===== config.mk =====
export PLATFORM = sky130hd
export DESIGN_NAME = pageWriteCtl
export DESIGN_NICKNAME = d
export VERILOG_FILES = /design/src/rtl/pwc_pkg.sv /design/src/rtl/pwcDatapath.sv /design/src/rtl/pwcControl.sv /design/src/rtl/pageWriteCtl.sv
export SDC_FILE = /design/constraint.sdc
export NUM_CORES = 1
export LEC_CHECK = 0
export BUFFER_PORTS_ARGS = -buffer_cell sky130_fd_sc_hd__buf_2
export CAP_MARGIN = 20
export CORE_UTILIZATION = 50
export DETAILED_ROUTE_END_ITERATION = 10
export PLACE_DENSITY = 0.78
export SYNTH_ARGS = -nofsm -noshare
export SYNTH_HDL_FRONTEND = slang
export SYNTH_SLANG_ARGS = --single-unit

===== constraint.sdc =====
create_clock -name clk -period 2.36 [get_ports clk]
set_input_delay 0.354 -clock clk [delete_from_list [all_inputs] [get_ports clk]]
set_output_delay 0.354 -clock clk [all_outputs]
set_load 0.1 [all_outputs]

===== src/rtl/pwc_pkg.sv =====
package pwc_pkg;

  localparam logic [15:0] KEY_ADDR_HI = 16'h5555;
  localparam logic [15:0] KEY_ADDR_LO = 16'h2AAA;
  localparam logic [7:0]  KEY_BYTE_0  = 8'hAA;
  localparam logic [7:0]  KEY_BYTE_1  = 8'h55;
  localparam logic [7:0]  KEY_BYTE_2  = 8'hA0;
  localparam int          POLL_BIT    = 6;

  typedef struct packed {
    logic       clrAll;
    logic       ulWr;
    logic [1:0] ulStep;
    logic       capture;
    logic       dataWr;
    logic       waitTick;
    logic       pollRd;
    logic       setAlign;
    logic       setTimeout;
  } ctlStrobe_t;

  typedef enum logic [3:0] {
    ST_IDLE, ST_KEY0, ST_KEY1, ST_KEY2, ST_LOAD, ST_WRITE,
    ST_SETTLE, ST_PREQ, ST_PBUS, ST_PEVAL, ST_FIN
  } ctlState_t;

endpackage


===== src/rtl/pwcDatapath.sv =====
module pwcDatapath
  import pwc_pkg::*;
#(
  parameter int          ADDR_W      = 16,
  parameter int          BANK_W      = 4,
  parameter int          PAGE_BYTES  = 128,
  parameter int          WAIT_CYCLES = 16,
  parameter int unsigned POLL_LIMIT  = 32'h07FF_FFFF,
  localparam int         IDX_W       = $clog2(PAGE_BYTES),
  localparam int         WAIT_W      = $clog2(WAIT_CYCLES + 1),
  localparam int         CNT_W       = $clog2(POLL_LIMIT + 1)
) (
  input  logic              clk,
  input  logic              rstN,
  input  ctlStrobe_t        strb,
  input  logic [ADDR_W-1:0] startBase,
  input  logic [BANK_W-1:0] startBank,
  input  logic [7:0]        srcData,
  input  logic [7:0]        busRdData,
  output logic [ADDR_W-1:0] busAddr,
  output logic [7:0]        busWrData,
  output logic              busWrEn,
  output logic              busRdEn,
  output logic [BANK_W-1:0] bankSel,
  output logic [IDX_W-1:0]  srcIdx,
  output logic              baseAligned,
  output logic              lastByte,
  output logic              waitZero,
  output logic              pollSame,
  output logic              pollExhausted,
  output logic              errAlign,
  output logic              errTimeout
);

  logic [ADDR_W-1:0] baseQ;
  logic [BANK_W-1:0] bankQ;
  logic [IDX_W-1:0]  idx;
  logic [7:0]        byteQ;
  logic              byteFull;
  logic [WAIT_W-1:0] waitCnt;
  logic              havePrev;
  logic              prevBit;
  logic [CNT_W-1:0]  cmpCnt;
  logic              sampleBit;

  assign sampleBit     = busRdData[POLL_BIT];
  assign baseAligned   = (startBase[IDX_W-1:0] == '0);
  assign lastByte      = (idx == IDX_W'(PAGE_BYTES - 1));
  assign waitZero      = (waitCnt == '0);
  assign pollExhausted = (cmpCnt == CNT_W'(POLL_LIMIT));
  assign srcIdx        = idx;

  always_ff @(posedge clk) begin
    if (!rstN) begin
      baseQ      <= '0;
      bankQ      <= '0;
      idx        <= '0;
      byteQ      <= '0;
      byteFull   <= 1'b0;
      waitCnt    <= '0;
      havePrev   <= 1'b0;
      prevBit    <= 1'b0;
      pollSame   <= 1'b0;
      cmpCnt     <= '0;
      busAddr    <= '0;
      busWrData  <= '0;
      busWrEn    <= 1'b0;
      busRdEn    <= 1'b0;
      bankSel    <= '0;
      errAlign   <= 1'b0;
      errTimeout <= 1'b0;
    end else begin
      busWrEn <= 1'b0;
      busRdEn <= 1'b0;

      if (strb.clrAll) begin
        baseQ      <= startBase;
        bankQ      <= startBank;
        idx        <= '0;
        byteFull   <= 1'b0;
        waitCnt    <= WAIT_W'(WAIT_CYCLES);
        havePrev   <= 1'b0;
        pollSame   <= 1'b0;
        cmpCnt     <= '0;
        bankSel    <= '0;
        errAlign   <= 1'b0;
        errTimeout <= 1'b0;
      end

      if (strb.ulWr) begin
        busWrEn <= 1'b1;
        unique case (strb.ulStep)
          2'd0: begin
            busAddr   <= ADDR_W'(KEY_ADDR_HI);
            busWrData <= KEY_BYTE_0;
            bankSel   <= BANK_W'(1);
          end
          2'd1: begin
            busAddr   <= ADDR_W'(KEY_ADDR_LO);
            busWrData <= KEY_BYTE_1;
            bankSel   <= '0;
          end
          default: begin
            busAddr   <= ADDR_W'(KEY_ADDR_HI);
            busWrData <= KEY_BYTE_2;
            bankSel   <= BANK_W'(1);
          end
        endcase
      end

      if (strb.capture) begin
        byteQ    <= srcData;
        byteFull <= 1'b1;
      end

      if (strb.dataWr) begin
        busWrEn   <= 1'b1;
        busAddr   <= baseQ + ADDR_W'(idx);
        busWrData <= byteQ;
        bankSel   <= bankQ;
        idx       <= idx + 1'b1;
        byteFull  <= 1'b0;
      end

      if (strb.waitTick && !waitZero) waitCnt <= waitCnt - 1'b1;

      if (strb.pollRd) begin
        busRdEn <= 1'b1;
        busAddr <= baseQ;
      end

      if (busRdEn) begin
        prevBit  <= sampleBit;
        havePrev <= 1'b1;
        if (havePrev) begin
          pollSame <= (sampleBit == prevBit);
          cmpCnt   <= cmpCnt + 1'b1;
        end
      end

      if (strb.setAlign)   errAlign   <= 1'b1;
      if (strb.setTimeout) errTimeout <= 1'b1;
    end
  end

  assert_no_overlap_R10: assert property (@(posedge clk) disable iff (!rstN)
    !(busWrEn && busRdEn));

  assert_write_has_byte_R5: assert property (@(posedge clk) disable iff (!rstN)
    strb.dataWr |-> byteFull);

  assert_poll_count_bound_R8: assert property (@(posedge clk) disable iff (!rstN)
    busRdEn && havePrev |-> !pollExhausted);

endmodule


===== src/rtl/pwcControl.sv =====
module pwcControl
  import pwc_pkg::*;
(
  input  logic       clk,
  input  logic       rstN,
  input  logic       start,
  input  logic       srcValid,
  input  logic       baseAligned,
  input  logic       lastByte,
  input  logic       waitZero,
  input  logic       pollSame,
  input  logic       pollExhausted,
  output ctlStrobe_t strb,
  output logic       srcReq,
  output logic       busy,
  output logic       done
);

  ctlState_t state, stateNext;

  always_ff @(posedge clk) begin
    if (!rstN) state <= ST_IDLE;
    else       state <= stateNext;
  end

  always_comb begin
    stateNext = state;
    strb      = '0;
    srcReq    = 1'b0;
    unique case (state)
      ST_IDLE: begin
        if (start) begin
          strb.clrAll = 1'b1;
          if (!baseAligned) begin
            strb.setAlign = 1'b1;
            stateNext     = ST_FIN;
          end else begin
            stateNext = ST_KEY0;
          end
        end
      end
      ST_KEY0: begin
        strb.ulWr   = 1'b1;
        strb.ulStep = 2'd0;
        stateNext   = ST_KEY1;
      end
      ST_KEY1: begin
        strb.ulWr   = 1'b1;
        strb.ulStep = 2'd1;
        stateNext   = ST_KEY2;
      end
      ST_KEY2: begin
        strb.ulWr   = 1'b1;
        strb.ulStep = 2'd2;
        stateNext   = ST_LOAD;
      end
      ST_LOAD: begin
        srcReq = 1'b1;
        if (srcValid) begin
          strb.capture = 1'b1;
          stateNext    = ST_WRITE;
        end
      end
      ST_WRITE: begin
        strb.dataWr = 1'b1;
        stateNext   = lastByte ? ST_SETTLE : ST_LOAD;
      end
      ST_SETTLE: begin
        strb.waitTick = 1'b1;
        if (waitZero) stateNext = ST_PREQ;
      end
      ST_PREQ: begin
        strb.pollRd = 1'b1;
        stateNext   = ST_PBUS;
      end
      ST_PBUS: stateNext = ST_PEVAL;
      ST_PEVAL: begin
        if (pollSame) begin
          stateNext = ST_FIN;
        end else if (pollExhausted) begin
          strb.setTimeout = 1'b1;
          stateNext       = ST_FIN;
        end else begin
          stateNext = ST_PREQ;
        end
      end
      ST_FIN:  stateNext = ST_IDLE;
      default: stateNext = ST_IDLE;
    endcase
  end

  assign busy = (state != ST_IDLE);
  assign done = (state == ST_FIN);

  assert_done_pulse_R9: assert property (@(posedge clk) disable iff (!rstN)
    done |=> !done);

  assert_req_while_busy_R5: assert property (@(posedge clk) disable iff (!rstN)
    srcReq |-> busy);

  assert_start_ignored_R9: assert property (@(posedge clk) disable iff (!rstN)
    busy && !done && start |=> busy);

endmodule


===== src/rtl/pageWriteCtl.sv =====
module pageWriteCtl
  import pwc_pkg::*;
#(
  parameter int          ADDR_W      = 16,
  parameter int          BANK_W      = 4,
  parameter int          PAGE_BYTES  = 128,
  parameter int          WAIT_CYCLES = 16,
  parameter int unsigned POLL_LIMIT  = 32'h07FF_FFFF,
  localparam int         IDX_W       = $clog2(PAGE_BYTES)
) (
  input  logic              clk,
  input  logic              rstN,
  input  logic              start,
  input  logic [ADDR_W-1:0] pageBase,
  input  logic [BANK_W-1:0] bankNum,
  output logic              srcReq,
  output logic [IDX_W-1:0]  srcIdx,
  input  logic [7:0]        srcData,
  input  logic              srcValid,
  output logic [ADDR_W-1:0] busAddr,
  output logic [7:0]        busWrData,
  output logic              busWrEn,
  output logic              busRdEn,
  input  logic [7:0]        busRdData,
  output logic [BANK_W-1:0] bankSel,
  output logic              busy,
  output logic              done,
  output logic              errTimeout,
  output logic              errAlign
);

  ctlStrobe_t strb;
  logic baseAligned, lastByte, waitZero, pollSame, pollExhausted;

  pwcControl uCtl (
    .clk(clk), .rstN(rstN), .start(start), .srcValid(srcValid),
    .baseAligned(baseAligned), .lastByte(lastByte), .waitZero(waitZero),
    .pollSame(pollSame), .pollExhausted(pollExhausted),
    .strb(strb), .srcReq(srcReq), .busy(busy), .done(done)
  );

  pwcDatapath #(
    .ADDR_W(ADDR_W), .BANK_W(BANK_W), .PAGE_BYTES(PAGE_BYTES),
    .WAIT_CYCLES(WAIT_CYCLES), .POLL_LIMIT(POLL_LIMIT)
  ) uDp (
    .clk(clk), .rstN(rstN), .strb(strb), .startBase(pageBase),
    .startBank(bankNum), .srcData(srcData), .busRdData(busRdData),
    .busAddr(busAddr), .busWrData(busWrData), .busWrEn(busWrEn),
    .busRdEn(busRdEn), .bankSel(bankSel), .srcIdx(srcIdx),
    .baseAligned(baseAligned), .lastByte(lastByte), .waitZero(waitZero),
    .pollSame(pollSame), .pollExhausted(pollExhausted),
    .errAlign(errAlign), .errTimeout(errTimeout)
  );

  assert_align_quiet_R2: assert property (@(posedge clk) disable iff (!rstN)
    done && errAlign |-> !$past(busy) && !busWrEn && !busRdEn);

endmodule


==> reports/metrics.yaml, run 1 <==
drtAntennaViolNets: 0
syn2layout_area_growth_pct: 17.7
cts-root-buf: "clkbuf_8"
power_density_nw_per_um2: 1190
crit_path_max_fanout: 6
ys_types: 65
drtIter0Drc: 262
cts_max_level: 3
fin_skew_ns: 0.0111
fin_util_pct: 60.6
postCtsResizedCells: 0
wl_per_cell_um: 15.4
core.rowCount: 36
p_leak_nw: 2.23
grt_max_degree: 38
syn_avg_cell_area_sq_um: 8.18
drc: 0
syn-num-nets: 666
syn_area_sq_um: 5030
gp_routability_congestion: 0.918
wirelength_um: 12800
grt_antenna_before_repair: 0
cts_tree: "built"
die_x_um: 102
tns_ns: 0
peakVddDrop_mv: 1.11
grt_usage_pct: 24.8
clock_sinks: 106
grt_first_pass_wirelength_um: 20300
clock_path_buffers: 2
tightest_slew_ns: 0.506
async_flop_share_pct: 0
port_buffers: 74
crit_arrival_ns: 2.47
outcome: "completed"
critical_path_class: "register to register"
io_pins: 82
fmax_mhz: 454
r2r_start: "uDp.srcIdx[0]$_SDFFE_PN0P_"
final_nets: 746
initial_utilization_pct: 51.5
cpMaxStageDelayCell: "fa_1"
clock_latency_ns: 0.37
die-area_sq_um: 10500
startpoint: "uDp.srcIdx[0]$_SDFFE_PN0P_"
ys_seq_area_share_pct: 42.2
dominantRegCellSynth: "dfxtp_1"
crit_chain: "ha_1 -> fa_1 -> a211oi_1 -> o211ai_1 -> and3_1 -> a31oi_1 -> o32ai_1"
fin_ws_ns: 0.158
num_vias: 4826
yosys_warnings: 0
cp_slowest_stage_delay_ns: 0.43
start_kind: "register"
fin_crit_sh_pct: 93.3
hold_path_class: "input pin to register"
antenna_cells: 0
layout_min_cycle_time_ns: 2.20
grt_pass1_vias: 4347
drive_above_1_share_pct: 20.6
hold_violations: 0
core_sq_um: 9770
ys_ff_latch: 106
drv_slew: 0
grt_overflow: 0
r2r_slack_ns: 0.16
cts.clk_slew.worst_paths_ns: 0.11
endpoint_kind: "register"
vias_per_cell: 5.79
rsz0062_at_grt: "no"
dr.pass1.iters: 5
cts_hold_buf: 0
place_ws_ns: 0.185
cts_buffers: 9
die_y_um: 102
synth_edf_count: 0
setup_viol: 0
whs_ns: 0.208
synth_cells: 615
slew_headroom_pct: 66.2
place_hpwl_um: 9310
postCtsSetupBuffers: 0
hold_start: "pageBase[8]"
maxCapViolations: 0
required_ns: 2.63
[where the power goes]
| part | switching, mW | leakage, nW | internal (mW) |
|---|---|---|---|
| combinational | 2.61 | 1.25 | 0.773 |
| sequential | 0.272 | 0.866 | 2.10 |
| clock | 0.652 | 0.115 | 0.642 |
[worst max-delay path: cells and delay by family (launching register included)]
kind	cells	cell delay, ns
AO/OA/AOI/OAI	4	0.84
flip-flops	1	0.37
adder cells (fa/ha/maj)	2	0.68
AND/OR/NAND/NOR	1	0.21
[cells in the mapped netlist (all sizes together) (12+ instances only)]
master | instances | area (sq um)
nand4 | 15 | 109
nand3 | 48 | 240
nand2 | 84 | 315
clkbuf | 19 | 71.3
a21oi | 61 | 305
o21ai | 23 | 115
dfxtp | 106 | 2120
nor2 | 71 | 277
nor3 | 15 | 90.1
xor2 | 12 | 105
xnor2 | 13 | 114
buf | 12 | 57.6
[placed cells by master, fill, tap and decap left out, drive strengths merged, types with 2 or more instances in the layout]
cell    count
o21a        2
o31ai       4
inv        13
nand2b      6
nand2      84
dfxtp     106
or2         6
mux2        4
xor2       12
ha         10
mux2i       2
o21ai      23
nor2       71
nor3       15
and2        2
xnor2      13
o211ai      3
a21oi      61
nor3b       3
o21bai      2
a22oi       6
o22ai       2
a221oi      8
and3        5
nand4      15
or4         3
o221a       4
nor2b       6
a31oi       8
clkbuf     10
nor4b       2
nand3      48
o221ai      7
nor4        6
a21o        4
a211oi      7
buf       100
bufinv      2
[final timing paths]
path                                  end  cells past startpoint
max          uDp.busAddr[10]$_SDFFE_PN0P_                      7
min             uDp.baseQ[8]$_SDFFE_PN0P_                      3
max reg2reg  uDp.busAddr[10]$_SDFFE_PN0P_                      7
min reg2reg   uDp.busAddr[1]$_SDFFE_PN0P_                      2
[cell type report]
class,instances,area (sq um)
fillers,897,3850
multi-input cells,468,2760
flip-flops and latches,106,2130
repair buffers,100,596
inverters,10,37.5
clock inverters,6,96.3
well taps,133,166
clock buffers,10,138
[logic make-up after synthesis]
| kind of cell | share of synthesized area (%) |
|---|---|
| flip-flops | 42.2 |
| XOR/XNOR | 4.35 |
| AO/OA/AOI/OAI | 18.7 |
| buffers and inverters | 3.31 |
| AND/OR/NAND/NOR | 27.3 |
| multiplexers | 1.29 |
| adder cells (fa/ha/maj) | 2.88 |
[per-layer routing]
layer / track usage, % / share of wire, % / routed length (um)
met1: 31.0 / 44 / 5620
met2: 42.8 / 48 / 6200
met3: 5.34 / 6.7 / 855
met4: 7.03 / 1.2 / 151
met5: 0 / 0 / 0
[stage by stage]
step	total power, mW	instances	instance area [sq um]
detailed placement	5.77	817	5690
global placement	5.71	817	5690
floorplan	5.02	615	5050
finish	7.04	833	5920
global route	7.37	833	5920
CTS	7.06	833	5920
[flip-flops by register name (all words and copies together) (netlist names), 4 cells and up]
register / flops
uDp.cmpCnt: 27
uDp.baseQ: 16
uDp.waitCnt: 5
uDp.busWrData: 8
uDp.bankSel: 4
uDp.busAddr: 16
uDp.bankQ: 4
uDp.srcIdx: 7
uCtl.state: 4
uDp.byteQ: 8
(Power assumes the default switching activity.)
==> inputs of run 2 (changes only) <==
--- a/config.mk
+++ b/config.mk
@@ -5,8 +5,9 @@
 export SDC_FILE = /design/constraint.sdc
 export NUM_CORES = 1
 export LEC_CHECK = 0
-export BUFFER_PORTS_ARGS = -buffer_cell sky130_fd_sc_hd__buf_2
+export BUFFER_PORTS_ARGS = -buffer_cell sky130_fd_sc_hd__buf_4
 export CAP_MARGIN = 20
+export CORE_ASPECT_RATIO = 0.9
 export CORE_UTILIZATION = 50
 export DETAILED_ROUTE_END_ITERATION = 10
 export PLACE_DENSITY = 0.78
==> run 2 against run 1 <==
Against the previous run: clock power shrank 23%; sequential power is essentially flat; maximum frequency grew 0.96%; final cell count shrank 1.3%; clock skew grew 0.0013 ns; sequential share of layout area shrank 0.47 points; critical path type unchanged; non-clock buffer count shrank 2; via count grew 0.85%.
==> reports/metrics.yaml, run 2 (synthesis gave the netlist of run 1 again) <==
fin_skew_ns: 0.0124
die-area_sq_um: 10500
largest_register_ffs: 27
wirelength_um: 13100
critical_path_class: "register to register"
cts-root-buf: "clkbuf_8"
drtIter0Drc: 358
startpoint: "uDp.srcIdx[2]$_SDFFE_PN0P_"
fin_ws_ns: 0.179
setup_viol: 0
drc: 0
outcome: "completed"
port_buffers: 74
io_pins: 82
clock_path_buffers: 2
n_fill_cell: 843
place_ws_ns: 0.181
dr.pass1.iters: 5
total_power_mw: 6.87
rsz0062_at_grt: "no"
slew_headroom_pct: 59.7
grt_max_degree: 35
final_nets: 744
p_leak_nw: 2.21
grt_usage_pct: 26.1
core_sq_um: 9740
hold_start: "pageBase[12]"
design_area_sq_um: 6000
cts.clk_slew.worst_paths_ns: 0.10
grt_antenna_before_repair: 0
drtAntennaViolNets: 0
place_hpwl_um: 9550
r2r_slack_ns: 0.18
grt_pass1_vias: 4449
clock_sinks: 106
wl_per_cell_um: 15.9
drive_above_1_share_pct: 20.3
final_cells: 822
layout_min_cycle_time_ns: 2.18
fin_crit_sh_pct: 92.4
drv_slew: 0
tightest_slew_ns: 0.599
cts_hold_buf: 0
cpMaxStageDelayCell: "ha_1"
die_y_um: 97.2
final_common_cell: "dfxtp_1"
min_to: "uDp.baseQ[12]$_SDFFE_PN0P_"
rr_worst_depth: 7
top_register: "uDp.cmpCnt"
cts_buffers: 9
hold_violations: 0
fmax_mhz: 458
seq_area_sq_um: 2130
min_path_cells: 3
postCtsResizedCells: 0
core.rowCount: 34
final_cell_mix: "dfxtp_1, buf_4, nand2_1, nor2_1, a21oi_1"
hold_path_class: "input pin to register"
reg2reg_to: "uDp.busAddr[9]$_SDFFE_PN0P_"
crit_arrival_ns: 2.48
initial_utilization_pct: 51.7
tns_ns: 0
place_inst: 808
crit_chain: "ha_1 -> o21ai_1 -> nor4_1 -> nor2_1 -> and2_1 -> or4_1 -> o211ai_1"
cts_max_level: 3
required_ns: 2.66
cts_tree: "built"
place_area_sq_um: 5830
clock_latency_ns: 0.37
crit_path_max_fanout: 6
num_vias: 4867
syn2layout_area_growth_pct: 19.2
grt_first_pass_wirelength_um: 21800
start_kind: "register"
fin_util_pct: 61.6
whs_ns: 0.225
postCtsSetupBuffers: 0
grt_overflow: 0
vias_per_cell: 5.92
multi_input_area_sq_um: 2770
antenna_cells: 0
r2r_start: "uDp.srcIdx[2]$_SDFFE_PN0P_"
peakVddDrop_mv: 0.883
maxCapViolations: 0
cp_num_buf_inv: 0
reg_top3: "uDp.cmpCnt: 27 flops, uDp.baseQ: 16 flops, uDp.busAddr: 16 flops"
die_x_um: 108
critical_path.top_delay_family: "simple AND/OR/NAND/NOR gates"
cp_slowest_stage_delay_ns: 0.39
gp_routability_congestion: 0.920
power_density_nw_per_um2: 1140
endpoint_kind: "register"
-- run 2: worst max-delay path by stage --
| stage | end | slack [ns] | cells past startpoint |
|---|---|---|---|
| final | uDp.busAddr[9]$_SDFFE_PN0P_ | 0.18 | 7 |
| after global routing | uDp.busAddr[14]$_SDFFE_PN0P_ | 0.09 | 8 |
| after CTS | uDp.busAddr[10]$_SDFFE_PN0P_ | 0.14 | 7 |
| after detailed placement | uDp.busAddr[10]$_SDFFE_PN0P_ | 0.18 | 7 |
| after global placement | uDp.busAddr[10]$_SDFFE_PN0P_ | 0.21 | 7 |
| after floorplan | done | 0.03 | 3 |
-- run 2: layout make-up --
cell class,count,area share (%)
clock inverters,4,0.501
flip-flops and latches,106,35.5
well taps,126,2.63
clock buffers,10,2.13
multi-input cells,468,46.1
repair buffers,98,12.5
inverters,10,0.626
-- run 2: metal layers --
layer  routed length (um)  GRT usage, %  vias to the layer above
li1                     -             -                     2365
met1                 6000          36.1                     2272
met2                 5930          40.2                      206
met3                  937          5.63                       24
met4                  239          8.43                        0
met5                    0             0                        -
-- run 2: power by group --
group          internal [mW]  leakage, nW  switching [mW]
combinational          0.884         1.27            2.63
clock                  0.377       0.0786           0.613
sequential              2.10        0.866           0.260
-- run 2: worst register-to-register path: stages (launching register included) --
cell	delay (ns)
dfxtp_2	0.36
ha_1	0.39
o21ai_1	0.14
nor4_1	0.36
nor2_1	0.17
and2_1	0.21
or4_1	0.39
o211ai_1	0.10
==> inputs of run 3 (changes only) <==
--- a/config.mk
+++ b/config.mk
@@ -5,12 +5,14 @@
 export SDC_FILE = /design/constraint.sdc
 export NUM_CORES = 1
 export LEC_CHECK = 0
+export ABC_CLOCK_PERIOD_IN_PS = 2360
 export BUFFER_PORTS_ARGS = -buffer_cell sky130_fd_sc_hd__buf_4
 export CAP_MARGIN = 20
 export CORE_ASPECT_RATIO = 0.9
-export CORE_UTILIZATION = 50
+export CORE_UTILIZATION = 40
+export CTS_CLUSTER_DIAMETER = 100
 export DETAILED_ROUTE_END_ITERATION = 10
-export PLACE_DENSITY = 0.78
+export PLACE_DENSITY = 0.66
 export SYNTH_ARGS = -nofsm -noshare
 export SYNTH_HDL_FRONTEND = slang
 export SYNTH_SLANG_ARGS = --single-unit
==> run 3 against run 2 <==
Against the previous run: count of clock-buffer cells in the layout up 1; sequential share of layout area down 0.90 points; maximum frequency up 0.42%; total power up 7.5%; design area up 2.6%; via count down 1.5%; core utilization down 11 points; die area up 24%; sequential cell count unchanged; critical path depth unchanged; critical endpoint is now uDp.busAddr[13]$_SDFFE_PN0P_; highest routed layer unchanged.
==> reports/metrics.yaml, run 3 (synthesis gave the netlist of run 1 again) <==
outcome: "completed"
hold_violations: 0
num_vias: 4795
p_leak_nw: 2.27
final_common_cell: "dfxtp_1"
clock_sinks: 106
final_nets: 744
tightest_slew_ns: 0.577
top_layer_used: "met4"
drv_slew: 0
peakVddDrop_mv: 1.08
io_pins: 82
power_density_nw_per_um2: 1200
place_area_sq_um: 5870
fin_crit_sh_pct: 92.0
drtAntennaViolNets: 0
critical_path_class: "register to register"
hold_path_class: "input pin to register"
start_kind: "register"
cts_tree: "built"
postCtsSetupBuffers: 0
final_cell_mix: "dfxtp_1, buf_4, nand2_1, nor2_1, a21oi_1"
rr_worst_depth: 7
top_register: "uDp.cmpCnt"
rsz0062_at_grt: "no"
cts_hold_buf: 0
grt_max_degree: 57
drtIter0Drc: 279
slew_headroom_pct: 61.5
tns_ns: 0
place_ws_ns: 0.145
cts_buffers: 9
core_sq_um: 12200
crit_arrival_ns: 2.44
die_y_um: 108
design_area_sq_um: 6150
wl_per_cell_um: 16.0
grt_pass1_vias: 4522
cts-root-buf: "clkbuf_16"
drc: 0
fmax_mhz: 460
required_ns: 2.63
initial_utilization_pct: 41.3
n_fill_cell: 1208
die_x_um: 120
place_hpwl_um: 10000
grt_overflow: 0
gp_routability_congestion: 0.881
syn2layout_area_growth_pct: 22.3
dr.pass1.iters: 5
port_buffers: 74
whs_ns: 0.250
cts.clk_slew.worst_paths_ns: 0.07
grt_first_pass_wirelength_um: 22600
setup_viol: 0
wl_met1_um: 6570
place_inst: 842
endpoint_kind: "register"
drive_above_1_share_pct: 20.0
wirelength_um: 13700
met2RoutedLength_um: 6170
core.rowCount: 38
fin_skew_ns: 0.00745
min_path_cells: 3
clock_path_buffers: 2
grt_antenna_before_repair: 0
clock_latency_ns: 0.35
met3_length_um: 747
die-area_sq_um: 13000
cts_max_level: 3
multi_input_area_sq_um: 2760
antenna_cells: 0
vias_per_cell: 5.60
fin_ws_ns: 0.188
crit_path_max_fanout: 4
final_cells: 856
reg_top3: "uDp.cmpCnt: 27 flops, uDp.baseQ: 16 flops, uDp.busAddr: 16 flops"
layout_min_cycle_time_ns: 2.17
grt_usage_pct: 22.0
maxCapViolations: 0
seq_area_sq_um: 2130
largest_register_ffs: 27
run 3: final timing paths:
path | to | slack (ns) | start
setup / recovery | uDp.busAddr[13]$_SDFFE_PN0P_ | 0.19 | uDp.baseQ[1]$_SDFFE_PN0P_
hold reg to reg | uDp.bankQ[0]$_SDFFE_PN0P_ | 0.46 | uDp.bankQ[0]$_SDFFE_PN0P_
hold / removal | uDp.baseQ[7]$_SDFFE_PN0P_ | 0.25 | pageBase[7]
setup reg to reg | uDp.busAddr[13]$_SDFFE_PN0P_ | 0.19 | uDp.baseQ[1]$_SDFFE_PN0P_
run 3: power breakdown:
group / internal [mW] / switching, mW
Clock: 0.810 / 0.636
Combinational: 0.885 / 2.66
Sequential: 2.10 / 0.288
Total: 3.80 / 3.58
run 3: per-layer routing:
layer	vias up	track usage, %
met5	-	0
met4	0	6.88
met3	17	4.48
met2	144	34.6
met1	2269	30.2
li1	2365	-
run 3: final cells by class:
type,count,area share (%)
clock buffers,11,3.78
clock inverters,3,0.691
inverters,10,0.610
multi-input cells,468,44.9
flip-flops and latches,106,34.6
well taps,160,3.25
repair buffers,98,12.2
run 3: per-stage QoR:
stage                     power (mW)  utilization [%]
after global placement          5.88             48.3
after detailed placement        5.95             48.3
after global routing            7.71             50.6
final                           7.38             50.6
after CTS                       7.40             50.5
after floorplan                 5.02                -
run 3: worst max-delay path: stages (launching register included):
cell	delay, ns
dfxtp_1	0.41
ha_1	0.27
a211oi_1	0.45
nor4_1	0.13
nor2_1	0.21
and2_1	0.21
mux2_1	0.34
o221ai_1	0.07
run 3: timing repair:
action | in CTS | in global routing
setup endpoints to repair | 0 | 3
gates resized for setup | 0 | 1
endpoints found under the hold margin | 0 | 0
